[src/rtl/sata_hba_pkg.sv]
// Shared constants for the SATA host adapter register file.
// Word indices are the byte offset divided by four.
package sata_hba_pkg;

    localparam int DATA_W = 32;

    typedef enum logic [1:0] {
        REGION_NONE = 2'd0,
        REGION_HOST = 2'd1,
        REGION_PORT = 2'd2
    } region_e;

    // host region word indices
    localparam logic [4:0] HW_CAPS    = 5'd0;
    localparam logic [4:0] HW_CTRL    = 5'd1;
    localparam logic [4:0] HW_ISR     = 5'd2;
    localparam logic [4:0] HW_PMAP    = 5'd3;
    localparam logic [4:0] HW_VERSION = 5'd4;
    localparam int         HOST_WORDS = 11;

    // per-port window word indices
    localparam logic [4:0] PW_CLB   = 5'd0;
    localparam logic [4:0] PW_CLBU  = 5'd1;
    localparam logic [4:0] PW_FB    = 5'd2;
    localparam logic [4:0] PW_FBU   = 5'd3;
    localparam logic [4:0] PW_IS    = 5'd4;
    localparam logic [4:0] PW_IE    = 5'd5;
    localparam logic [4:0] PW_CMD   = 5'd6;
    localparam logic [4:0] PW_TFD   = 5'd8;
    localparam logic [4:0] PW_SIG   = 5'd9;
    localparam logic [4:0] PW_SSTS  = 5'd10;
    localparam logic [4:0] PW_SCTL  = 5'd11;
    localparam logic [4:0] PW_SERR  = 5'd12;
    localparam logic [4:0] PW_SACT  = 5'd13;
    localparam logic [4:0] PW_CI    = 5'd14;

    localparam int         WIN_SHIFT = 7;

    localparam logic [31:0] IE_WMASK   = 32'hFDC0_00FF;
    localparam logic [31:0] CMD_WMASK  = 32'h0000_001F;
    localparam logic [31:0] CTRL_WMASK = 32'h0000_0003;
    localparam logic [31:0] CTRL_AE    = 32'h8000_0000;
    localparam logic [31:0] CAPS_BASE  = 32'h4000_0000;
    localparam logic [31:0] VERSION    = 32'h0001_0300;
    localparam logic [31:0] TFD_IDLE   = 32'h0000_007F;
    localparam logic [31:0] SIG_IDLE   = 32'hFFFF_FFFF;

endpackage

[src/rtl/sata_hba_decode.sv]
// Address decoder: classifies a byte address as host region, port window
// or unmapped, and extracts the port index and word index.
// Assumes PORT_BASE is a multiple of 128 and lies above the host region.
module sata_hba_decode
    import sata_hba_pkg::*;
#(
    parameter int ADDR_W    = 12,
    parameter int NPORTS    = 4,
    parameter int PORT_BASE = 256,
    parameter int PIDX_W    = 2
) (
    input  logic [ADDR_W-1:0] addr,
    output region_e           region,
    output logic [PIDX_W-1:0] port_idx,
    output logic [4:0]        word
);
    localparam logic [ADDR_W-1:0] HOST_END_A  = ADDR_W'(HOST_WORDS * 4);
    localparam logic [ADDR_W-1:0] PORT_BASE_A = ADDR_W'(PORT_BASE);
    localparam logic [ADDR_W-1:0] PORT_END_A  = ADDR_W'(PORT_BASE + NPORTS * 128);

    logic [ADDR_W-1:0] rel;

    // classify address and split it into window index and word
    always_comb begin
        rel      = addr - PORT_BASE_A;
        port_idx = PIDX_W'(rel >> WIN_SHIFT);
        word     = addr[6:2];
        if (addr < HOST_END_A)
            region = REGION_HOST;
        else if (addr >= PORT_BASE_A && addr < PORT_END_A)
            region = REGION_PORT;
        else
            region = REGION_NONE;
    end
endmodule

[src/rtl/sata_hba_host.sv]
// Global host registers: control, sticky interrupt summary and the
// constant identification words. Produces the interrupt line and the
// controller reset request (combinational, consumed at the same edge).
module sata_hba_host
    import sata_hba_pkg::*;
#(
    parameter int NPORTS = 4
) (
    input  logic              clk,
    input  logic              rst_n,
    input  logic              wr_sel,
    input  logic [4:0]        word,
    input  logic [31:0]       wdata,
    input  logic [NPORTS-1:0] pending,
    output logic [31:0]       rdata,
    output logic              irq,
    output logic              reset_req
);
    localparam logic [31:0] CAPS_VAL = CAPS_BASE | 32'(NPORTS - 1);
    localparam logic [31:0] PMAP_VAL = 32'((64'd1 << NPORTS) - 64'd1);

    logic [31:0]       ctrl_q;
    logic [NPORTS-1:0] isr_q;
    logic              wr_ctrl, wr_isr;
    logic [NPORTS-1:0] isr_clr;

    // write strobes per host word
    always_comb begin
        wr_ctrl   = wr_sel && word == HW_CTRL;
        wr_isr    = wr_sel && word == HW_ISR;
        reset_req = wr_ctrl && wdata[0];
        isr_clr   = wr_isr ? wdata[NPORTS-1:0] : '0;
    end

    // control word and interrupt summary state
    always_ff @(posedge clk) begin
        if (!rst_n || reset_req) begin
            ctrl_q <= CTRL_AE;
            isr_q  <= '0;
        end else begin
            if (wr_ctrl)
                ctrl_q <= (wdata & CTRL_WMASK) | CTRL_AE;
            isr_q <= (isr_q & ~isr_clr) | pending;
        end
    end

    // interrupt line
    always_comb irq = ctrl_q[1] && (|isr_q);

    // read multiplexer for host words
    always_comb begin
        case (word)
            HW_CAPS:    rdata = CAPS_VAL;
            HW_CTRL:    rdata = ctrl_q;
            HW_ISR:     rdata = 32'(isr_q);
            HW_PMAP:    rdata = PMAP_VAL;
            HW_VERSION: rdata = VERSION;
            default:    rdata = '0;
        endcase
    end
endmodule

[src/rtl/sata_hba_port.sv]
// One port register window. Applies per-word write rules, merges
// hardware set vectors, detects the detection-field 1->0 reset and
// produces registered reset and engine-check strobes.
module sata_hba_port
    import sata_hba_pkg::*;
(
    input  logic        clk,
    input  logic        rst_n,
    input  logic        hba_reset,
    input  logic        wr_sel,
    input  logic [4:0]  word,
    input  logic [31:0] wdata,
    input  logic [31:0] evt_set,
    input  logic [31:0] err_set,
    output logic [31:0] rdata,
    output logic        pending,
    output logic        port_reset_pulse,
    output logic        engine_check_pulse
);
    logic [31:0] clb_q, clbu_q, fb_q, fbu_q;
    logic [31:0] is_q, ie_q, cmd_q, sctl_q, serr_q, sact_q, ci_q;
    logic wr_clb, wr_clbu, wr_fb, wr_fbu, wr_is, wr_ie, wr_cmd;
    logic wr_sctl, wr_serr, wr_sact, wr_ci, det_drop;
    logic [31:0] is_clr, serr_clr;

    // per-word write strobes and the detection-drop condition
    always_comb begin
        wr_clb   = wr_sel && word == PW_CLB;
        wr_clbu  = wr_sel && word == PW_CLBU;
        wr_fb    = wr_sel && word == PW_FB;
        wr_fbu   = wr_sel && word == PW_FBU;
        wr_is    = wr_sel && word == PW_IS;
        wr_ie    = wr_sel && word == PW_IE;
        wr_cmd   = wr_sel && word == PW_CMD;
        wr_sctl  = wr_sel && word == PW_SCTL;
        wr_serr  = wr_sel && word == PW_SERR;
        wr_sact  = wr_sel && word == PW_SACT;
        wr_ci    = wr_sel && word == PW_CI;
        det_drop = wr_sctl && sctl_q[3:0] == 4'd1 && wdata[3:0] == 4'd0;
        is_clr   = wr_is   ? wdata : '0;
        serr_clr = wr_serr ? wdata : '0;
    end

    // address words, stored verbatim
    always_ff @(posedge clk) begin
        if (!rst_n || hba_reset) begin
            clb_q  <= '0;
            clbu_q <= '0;
            fb_q   <= '0;
            fbu_q  <= '0;
        end else begin
            if (wr_clb)  clb_q  <= wdata;
            if (wr_clbu) clbu_q <= wdata;
            if (wr_fb)   fb_q   <= wdata;
            if (wr_fbu)  fbu_q  <= wdata;
        end
    end

    // status, control and bitmap words with their access rules
    always_ff @(posedge clk) begin
        if (!rst_n || hba_reset) begin
            is_q   <= '0;
            ie_q   <= '0;
            cmd_q  <= '0;
            sctl_q <= '0;
            serr_q <= '0;
            sact_q <= '0;
            ci_q   <= '0;
        end else begin
            if (wr_ie)   ie_q   <= wdata & IE_WMASK;
            if (wr_sctl) sctl_q <= wdata;
            if (det_drop) begin
                is_q   <= evt_set;
                serr_q <= err_set;
                cmd_q  <= '0;
                sact_q <= '0;
                ci_q   <= '0;
            end else begin
                is_q   <= (is_q & ~is_clr) | evt_set;
                serr_q <= (serr_q & ~serr_clr) | err_set;
                if (wr_cmd)  cmd_q  <= wdata & CMD_WMASK;
                if (wr_sact) sact_q <= sact_q | wdata;
                if (wr_ci)   ci_q   <= ci_q | wdata;
            end
        end
    end

    // one-cycle strobes following the triggering write
    always_ff @(posedge clk) begin
        if (!rst_n || hba_reset) begin
            port_reset_pulse   <= 1'b0;
            engine_check_pulse <= 1'b0;
        end else begin
            port_reset_pulse   <= det_drop;
            engine_check_pulse <= wr_cmd || wr_ci;
        end
    end

    // masked status request toward the host summary
    always_comb pending = |(is_q & ie_q);

    // read multiplexer for the window
    always_comb begin
        case (word)
            PW_CLB:  rdata = clb_q;
            PW_CLBU: rdata = clbu_q;
            PW_FB:   rdata = fb_q;
            PW_FBU:  rdata = fbu_q;
            PW_IS:   rdata = is_q;
            PW_IE:   rdata = ie_q;
            PW_CMD:  rdata = cmd_q;
            PW_TFD:  rdata = TFD_IDLE;
            PW_SIG:  rdata = SIG_IDLE;
            PW_SSTS: rdata = '0;
            PW_SCTL: rdata = sctl_q;
            PW_SERR: rdata = serr_q;
            PW_SACT: rdata = sact_q;
            PW_CI:   rdata = ci_q;
            default: rdata = '0;
        endcase
    end
endmodule

[src/rtl/sata_hba_regfile.sv]
// Top of the SATA host adapter register file. Decodes the bus, fans
// writes out to the host block and one window per port, registers read
// data and the controller reset strobe.
// Assumes one access per cycle and word-aligned addresses; NPORTS <= 32.
module sata_hba_regfile
    import sata_hba_pkg::*;
#(
    parameter int ADDR_W    = 12,
    parameter int NPORTS    = 4,
    parameter int PORT_BASE = 256
) (
    input  logic                   clk,
    input  logic                   rst_n,
    input  logic                   bus_wr,
    input  logic                   bus_rd,
    input  logic [ADDR_W-1:0]      bus_addr,
    input  logic [31:0]            bus_wdata,
    output logic [31:0]            bus_rdata,
    input  logic [NPORTS*32-1:0]   evt_set_i,
    input  logic [NPORTS*32-1:0]   err_set_i,
    output logic                   irq_o,
    output logic                   hba_reset_o,
    output logic [NPORTS-1:0]      port_reset_o,
    output logic [NPORTS-1:0]      engine_check_o
);
    localparam int PIDX_W = (NPORTS > 1) ? $clog2(NPORTS) : 1;

    region_e           region;
    logic [PIDX_W-1:0] port_idx;
    logic [4:0]        word;
    logic [31:0]       host_rdata;
    logic [31:0]       port_rdata [NPORTS];
    logic [NPORTS-1:0] pending;
    logic              reset_req;
    logic [31:0]       rd_next;

    sata_hba_decode #(
        .ADDR_W(ADDR_W), .NPORTS(NPORTS), .PORT_BASE(PORT_BASE), .PIDX_W(PIDX_W)
    ) u_decode (
        .addr(bus_addr), .region(region), .port_idx(port_idx), .word(word)
    );

    sata_hba_host #(.NPORTS(NPORTS)) u_host (
        .clk(clk), .rst_n(rst_n),
        .wr_sel(bus_wr && region == REGION_HOST),
        .word(word), .wdata(bus_wdata), .pending(pending),
        .rdata(host_rdata), .irq(irq_o), .reset_req(reset_req)
    );

    for (genvar gi = 0; gi < NPORTS; gi++) begin : g_port
        sata_hba_port u_port (
            .clk(clk), .rst_n(rst_n), .hba_reset(reset_req),
            .wr_sel(bus_wr && region == REGION_PORT && port_idx == PIDX_W'(gi)),
            .word(word), .wdata(bus_wdata),
            .evt_set(evt_set_i[gi*32 +: 32]),
            .err_set(err_set_i[gi*32 +: 32]),
            .rdata(port_rdata[gi]), .pending(pending[gi]),
            .port_reset_pulse(port_reset_o[gi]),
            .engine_check_pulse(engine_check_o[gi])
        );
    end

    // select read source by region and window
    always_comb begin
        rd_next = '0;
        if (region == REGION_HOST)
            rd_next = host_rdata;
        else if (region == REGION_PORT)
            for (int i = 0; i < NPORTS; i++)
                if (port_idx == PIDX_W'(i))
                    rd_next = port_rdata[i];
    end

    // registered read data and controller reset strobe
    always_ff @(posedge clk) begin
        if (!rst_n) begin
            bus_rdata   <= '0;
            hba_reset_o <= 1'b0;
        end else begin
            if (bus_rd)
                bus_rdata <= rd_next;
            hba_reset_o <= reset_req;
        end
    end
endmodule

[config.mk]
export PLATFORM = sky130hd
export DESIGN_NAME = sata_hba_regfile
export DESIGN_NICKNAME = d
export VERILOG_FILES = /design/src/rtl/sata_hba_pkg.sv /design/src/rtl/sata_hba_decode.sv /design/src/rtl/sata_hba_host.sv /design/src/rtl/sata_hba_port.sv /design/src/rtl/sata_hba_regfile.sv
export SDC_FILE = /design/constraint.sdc
export NUM_CORES = 2
export LEC_CHECK = 0
export ABC_AREA = 1
export BUFFER_PORTS_ARGS = -buffer_cell sky130_fd_sc_hd__buf_2
export CAP_MARGIN = 0
export CORE_ASPECT_RATIO = 1.4
export CORE_MARGIN = 5
export CORE_UTILIZATION = 50
export DETAILED_ROUTE_END_ITERATION = 12
export GPL_TIMING_DRIVEN = 0
export PLACE_DENSITY = 0.68
export SLEW_MARGIN = 20
export SYNTH_ARGS = -nofsm -noshare
export SYNTH_HDL_FRONTEND = slang
export SYNTH_SLANG_ARGS = --single-unit
[constraint.sdc]
create_clock -name clk -period 1.89 [get_ports clk]
set_input_delay 0 -clock clk [delete_from_list [all_inputs] [get_ports clk]]
set_output_delay 0 -clock clk [all_outputs]
set_load 0.01 [all_outputs]
==> results of run 1 <==
[cell families after synthesis]
family,Yosys count,share of synthesized area
AOI/OAI and AO/OA,2294,0.215
buffers and inverters,1764,0.122
DFF,1287,0.455
and+or+nand+nor,2763,0.207
[layer usage]
layer | track usage | GRT overflow
met1 | 0.735 | 1
met2 | 0.876 | 4
met3 | 0.510 | 0
met4 | 0.693 | 2
met5 | 0.125 | 0
[through the flow]
| step | setup slack, ns | instances | instance area (um^2) | utilization | hold slack [ns] |
|---|---|---|---|---|---|
| 4_1_cts | -0.0195 | 10656 | 70800 | 0.628 | 0.000275 |
| 3_5_place_dp | -1.84 | 9933 | 60900 | 0.539 | 0.204 |
| 3_3_place_gp | -2.57 | 9909 | 60100 | 0.532 | 0.201 |
| 2_1_floorplan | 0.145 | 8108 | 56600 | - | 0.111 |
[synth_stat cells, types with 10 or more instances]
cell      number  area share
clkbuf_1     425       0.028
buf_4         12      0.0016
o21ai_1      347       0.031
nand4_1       93       0.010
nor2_1       475       0.031
o22ai_1      239       0.026
nand2_1     1376       0.091
o21ai_0      394       0.035
nor3_1       145       0.013
buf_1         50      0.0033
o31ai_1      125       0.017
inv_1       1052       0.070
inv_2         10     0.00066
dfxtp_1     1287        0.46
nand3_1      638       0.056
buf_2        212       0.019
a21oi_1     1161        0.10
[timing repair]
| item | CTS |
|---|---|
| gates cloned | 0 |
| hold buffers | 473 |
| hold endpoints to repair | 379 |
| buffers inserted | 9 |
| pin swaps | 6 |
| gates resized for setup | 280 |
| endpoints found under the setup margin | 1279 |
==> results.cfg, run 1 <==
[yosys]
ys.flop_type = dfxtp_1
synth_edf_count = 0
ys_warn_count = 0
postSynthCellCount = 8108
synth.avg_cell_area_um2 = 6.98
ys_seq_area_frac = 0.455
syn_area_mm2 = 0.0566
ys_types = 36
syn-num-nets = 8412
synth_seq_cells = 1287
async_reset_ff_frac = 0

[die]
die_w_um = 294
dieHeight_um = 408
rows = 146
num_io_pins = 346
start_util = 0.501

[placed_design]
gp_congestion = 1.20
port_buffers = 321
dp_hpwl_mm = 297

[global_routing]
grt_pass1_vias = 70780
grt_pass1_wl_mm = 593
grt.total_usage = 0.705
grt-ovfl-total = 7
grt_max_degree = 17

[clocking]
htreeDepth = 4
root_buffer = clkbuf_16
clock_sink_count = 1287
numCtsBuffers = 133
clock_path_buffers = 3

[run_status]
stop_error = [ERROR GRT-0116] Global routing finished with congestion. Check the congestion regions in the DRC Viewer.
lastStage = global routing
outcome = stopped before the end
==> run 2, diff against run 1 <==
--- a/config.mk
+++ b/config.mk
@@ -8,12 +8,11 @@
 export ABC_AREA = 1
 export BUFFER_PORTS_ARGS = -buffer_cell sky130_fd_sc_hd__buf_2
 export CAP_MARGIN = 0
-export CORE_ASPECT_RATIO = 1.4
 export CORE_MARGIN = 5
-export CORE_UTILIZATION = 50
+export CORE_UTILIZATION = 35
 export DETAILED_ROUTE_END_ITERATION = 12
 export GPL_TIMING_DRIVEN = 0
-export PLACE_DENSITY = 0.68
+export PLACE_DENSITY_LB_ADDON = 0.15
 export SLEW_MARGIN = 20
 export SYNTH_ARGS = -nofsm -noshare
 export SYNTH_HDL_FRONTEND = slang
==> results.cfg, run 2 <==
[clocking]
root_buffer = clkbuf_16
numCtsBuffers = 155
path_clk_slew_ns = 0.06
clock_path_buffers = 3
clock_sink_count = 1287
htreeDepth = 4
cts_tree = built
insertion_delay_ns = 0.86

[yosys]
synthTopCellsByCount = 1,376 x nand2_1, 1,287 x dfxtp_1, 1,161 x a21oi_1
yosys-top-cells-area = dfxtp_1 46%, a21oi_1 10%, nand2_1 9.1%
synth_edf_count = 0
synthMostInstantiatedCell = nand2_1
syn-num-nets = 8412
synth_seq_cells = 1287
synth_top_area_frac = 0.455
syn_area_mm2 = 0.0566
async_reset_ff_frac = 0
synth.avg_cell_area_um2 = 6.98
yosysTopAreaCell = dfxtp_1
ys_types = 36
postSynthCellCount = 8108
ys.flop_type = dfxtp_1
ys_warn_count = 0
ys_seq_area_frac = 0.455

[global_routing]
grt_pass1_vias = 63887
grt-ovfl-total = 0
antenna_found_initial = 75
grt.total_usage = 0.527
grt_pass1_wl_mm = 597
grt_max_degree = 17

[timing]
rsz0062_at_grt = true
slew_viol_final = 0
hold_violations = 0
clock-skew-final_ns = 0.0295
layout_setup_ws_ns = -0.165
final.min_clock_period_ns = 2.05
timing.final.crit_share = 1.09
max_freq_mhz = 487
tightest_slew_ns = 1.35
relSlewSlack = 0.0941
setup_tns_ns = -10.45
finalSetupViolations = 257

[job]
maxCapViolCount = 0

[worst_setup_path]
startpoint = bus_addr[8]
start_kind = input pin
arrival_ns = 2.82
r2r_cells = 4
cp_max_fo = 10
end_kind = flip-flop
rr_startpoint = g_port[3].u_port.ie_q[23]$_SDFFE_PP0P_
crit_type = in -> reg
cp.required_ns = 2.66

[detailed_routing]
initialDrtViolationCount = 12910
postRouteAntennaNets = 0
drt-wirelength-per-cell_um = 40.3
first_pass_iters = 8
vias = 71686
routed_via_density = 6.20
drcViolationCount = 0
routed_wl_mm = 466

[layout]
area_delta_synth_final_pct = 33.2
layout.nets = 9541
drive_gt1_frac = 0.146
mostFrequentLayoutCells = 1,341 x nand2_1, 1,282 x dfxtp_1, 1,161 x a21oi_1
n_fill_cell = 16483
seqCellArea_mm2 = 0.0258
layout_commonest_cell = nand2_1
multi_input_area_mm2 = 0.0245
stdcell_count = 11569

[power_and_ir_drop]
powerDensity_mw_per_mm2 = 886
total_leakage_power_nw = 28.4
vdd_drop_max_v = 0.00108

[die]
dieHeight_um = 412
core_mm2 = 0.161
num_io_pins = 346
dieArea_mm2 = 0.170
rows = 147
die_w_um = 412
start_util = 0.352

[hold_path]
hold_class = in -> reg
hold_path_depth = 4
min_from = bus_wdata[16]

[placed_design]
dp_hpwl_mm = 351
gp_congestion = 1.07
port_buffers = 321
place_inst = 10667

[run_status]
violations = negative setup slack
outcome = finished with violations
## run 2: area by class of cell
class	count	area share
Timing Repair Buffer	973	0.123
Clock inverter	35	0.00395
Sequential cell	1287	0.342
Inverter	1065	0.0534
Buffer	698	0.0530
Multi-Input combinational cell	5057	0.325
Antenna cell	51	0.00169
Tap cell	2160	0.0358
Clock buffer	243	0.0624
## run 2: cells by family (layout without fill, tap and decap cells)
logic type	Yosys count	count (layout)	share of synthesized area
AO/OA/AOI/OAI	2294	2294	0.215
other	0	51	0
AND/OR/NAND/NOR	2763	2763	0.207
buffers and inverters	1764	3014	0.122
flip-flops	1287	1287	0.455
## run 2: per-layer routing
metal  vias to the layer above  part of all wire  global-route usage
li1                      28996                 -                   -
met1                     34658              0.37               0.648
met2                      6262              0.38               0.710
met3                      1734              0.15               0.207
met4                        36              0.11               0.453
met5                         -           0.00050              0.0124
## run 2: worst max-delay path, stage by stage
cell and delay [ns]:
buf_4 0.19, inv_6 0.16, nand3_2 0.22, nand3_4 0.22, nor2_4 0.07, nand2_1 0.14, inv_1 0.14, nand2_1 0.46
clkbuf_1 0.88, nand2_1 0.10, a21oi_1 0.19
## run 2: power breakdown
part	switching, mW	total (mW)	leakage [nW]	internal (mW)
combinational	5.76	7.99	15.5	2.23
sequential	0.362	28.0	10.5	27.6
clock	13.4	30.8	2.48	17.5
total	19.5	66.8	28.4	47.3
## run 2: final timing paths
kind | end | slack, ns
min | g_port[2].u_port.clb_q[16]$_SDFFE_PP0P_ | 0.01
max | g_port[3].u_port.fbu_q[13]$_SDFFE_PP0P_ | -0.16
min reg2reg | g_port[3].u_port.sact_q[4]$_SDFFE_PP0P_ | 0.45
max reg2reg | u_host.isr_q[3]$_SDFF_PP0_ | -0.11
## run 2: stage by stage
step	cell area [um^2]	total power [mW]	worst slack [ns]	hold slack, ns	util
CTS	74900	65.7	0.00428	-0.0422	0.466
global placement	60900	34.5	-3.80	0.198	0.379
global route	75300	67.3	-0.125	0.0306	0.468
floorplan	56600	30.6	0.145	0.111	-
finish	75400	66.8	-0.165	0.0107	0.469
detailed placement	63100	34.8	-2.18	0.204	0.392
## run 2: timing repair
| action | CTS | global route |
|---|---|---|
| buffers inserted | 23 | 5 |
| pin swaps | 12 | 2 |
| resized for setup | 414 | 212 |
| hold buffers | 546 | 0 |
| endpoints found under the hold margin | 465 | 0 |
| setup endpoints to repair | 1285 | 459 |
Power figures use the tool's default switching activity.
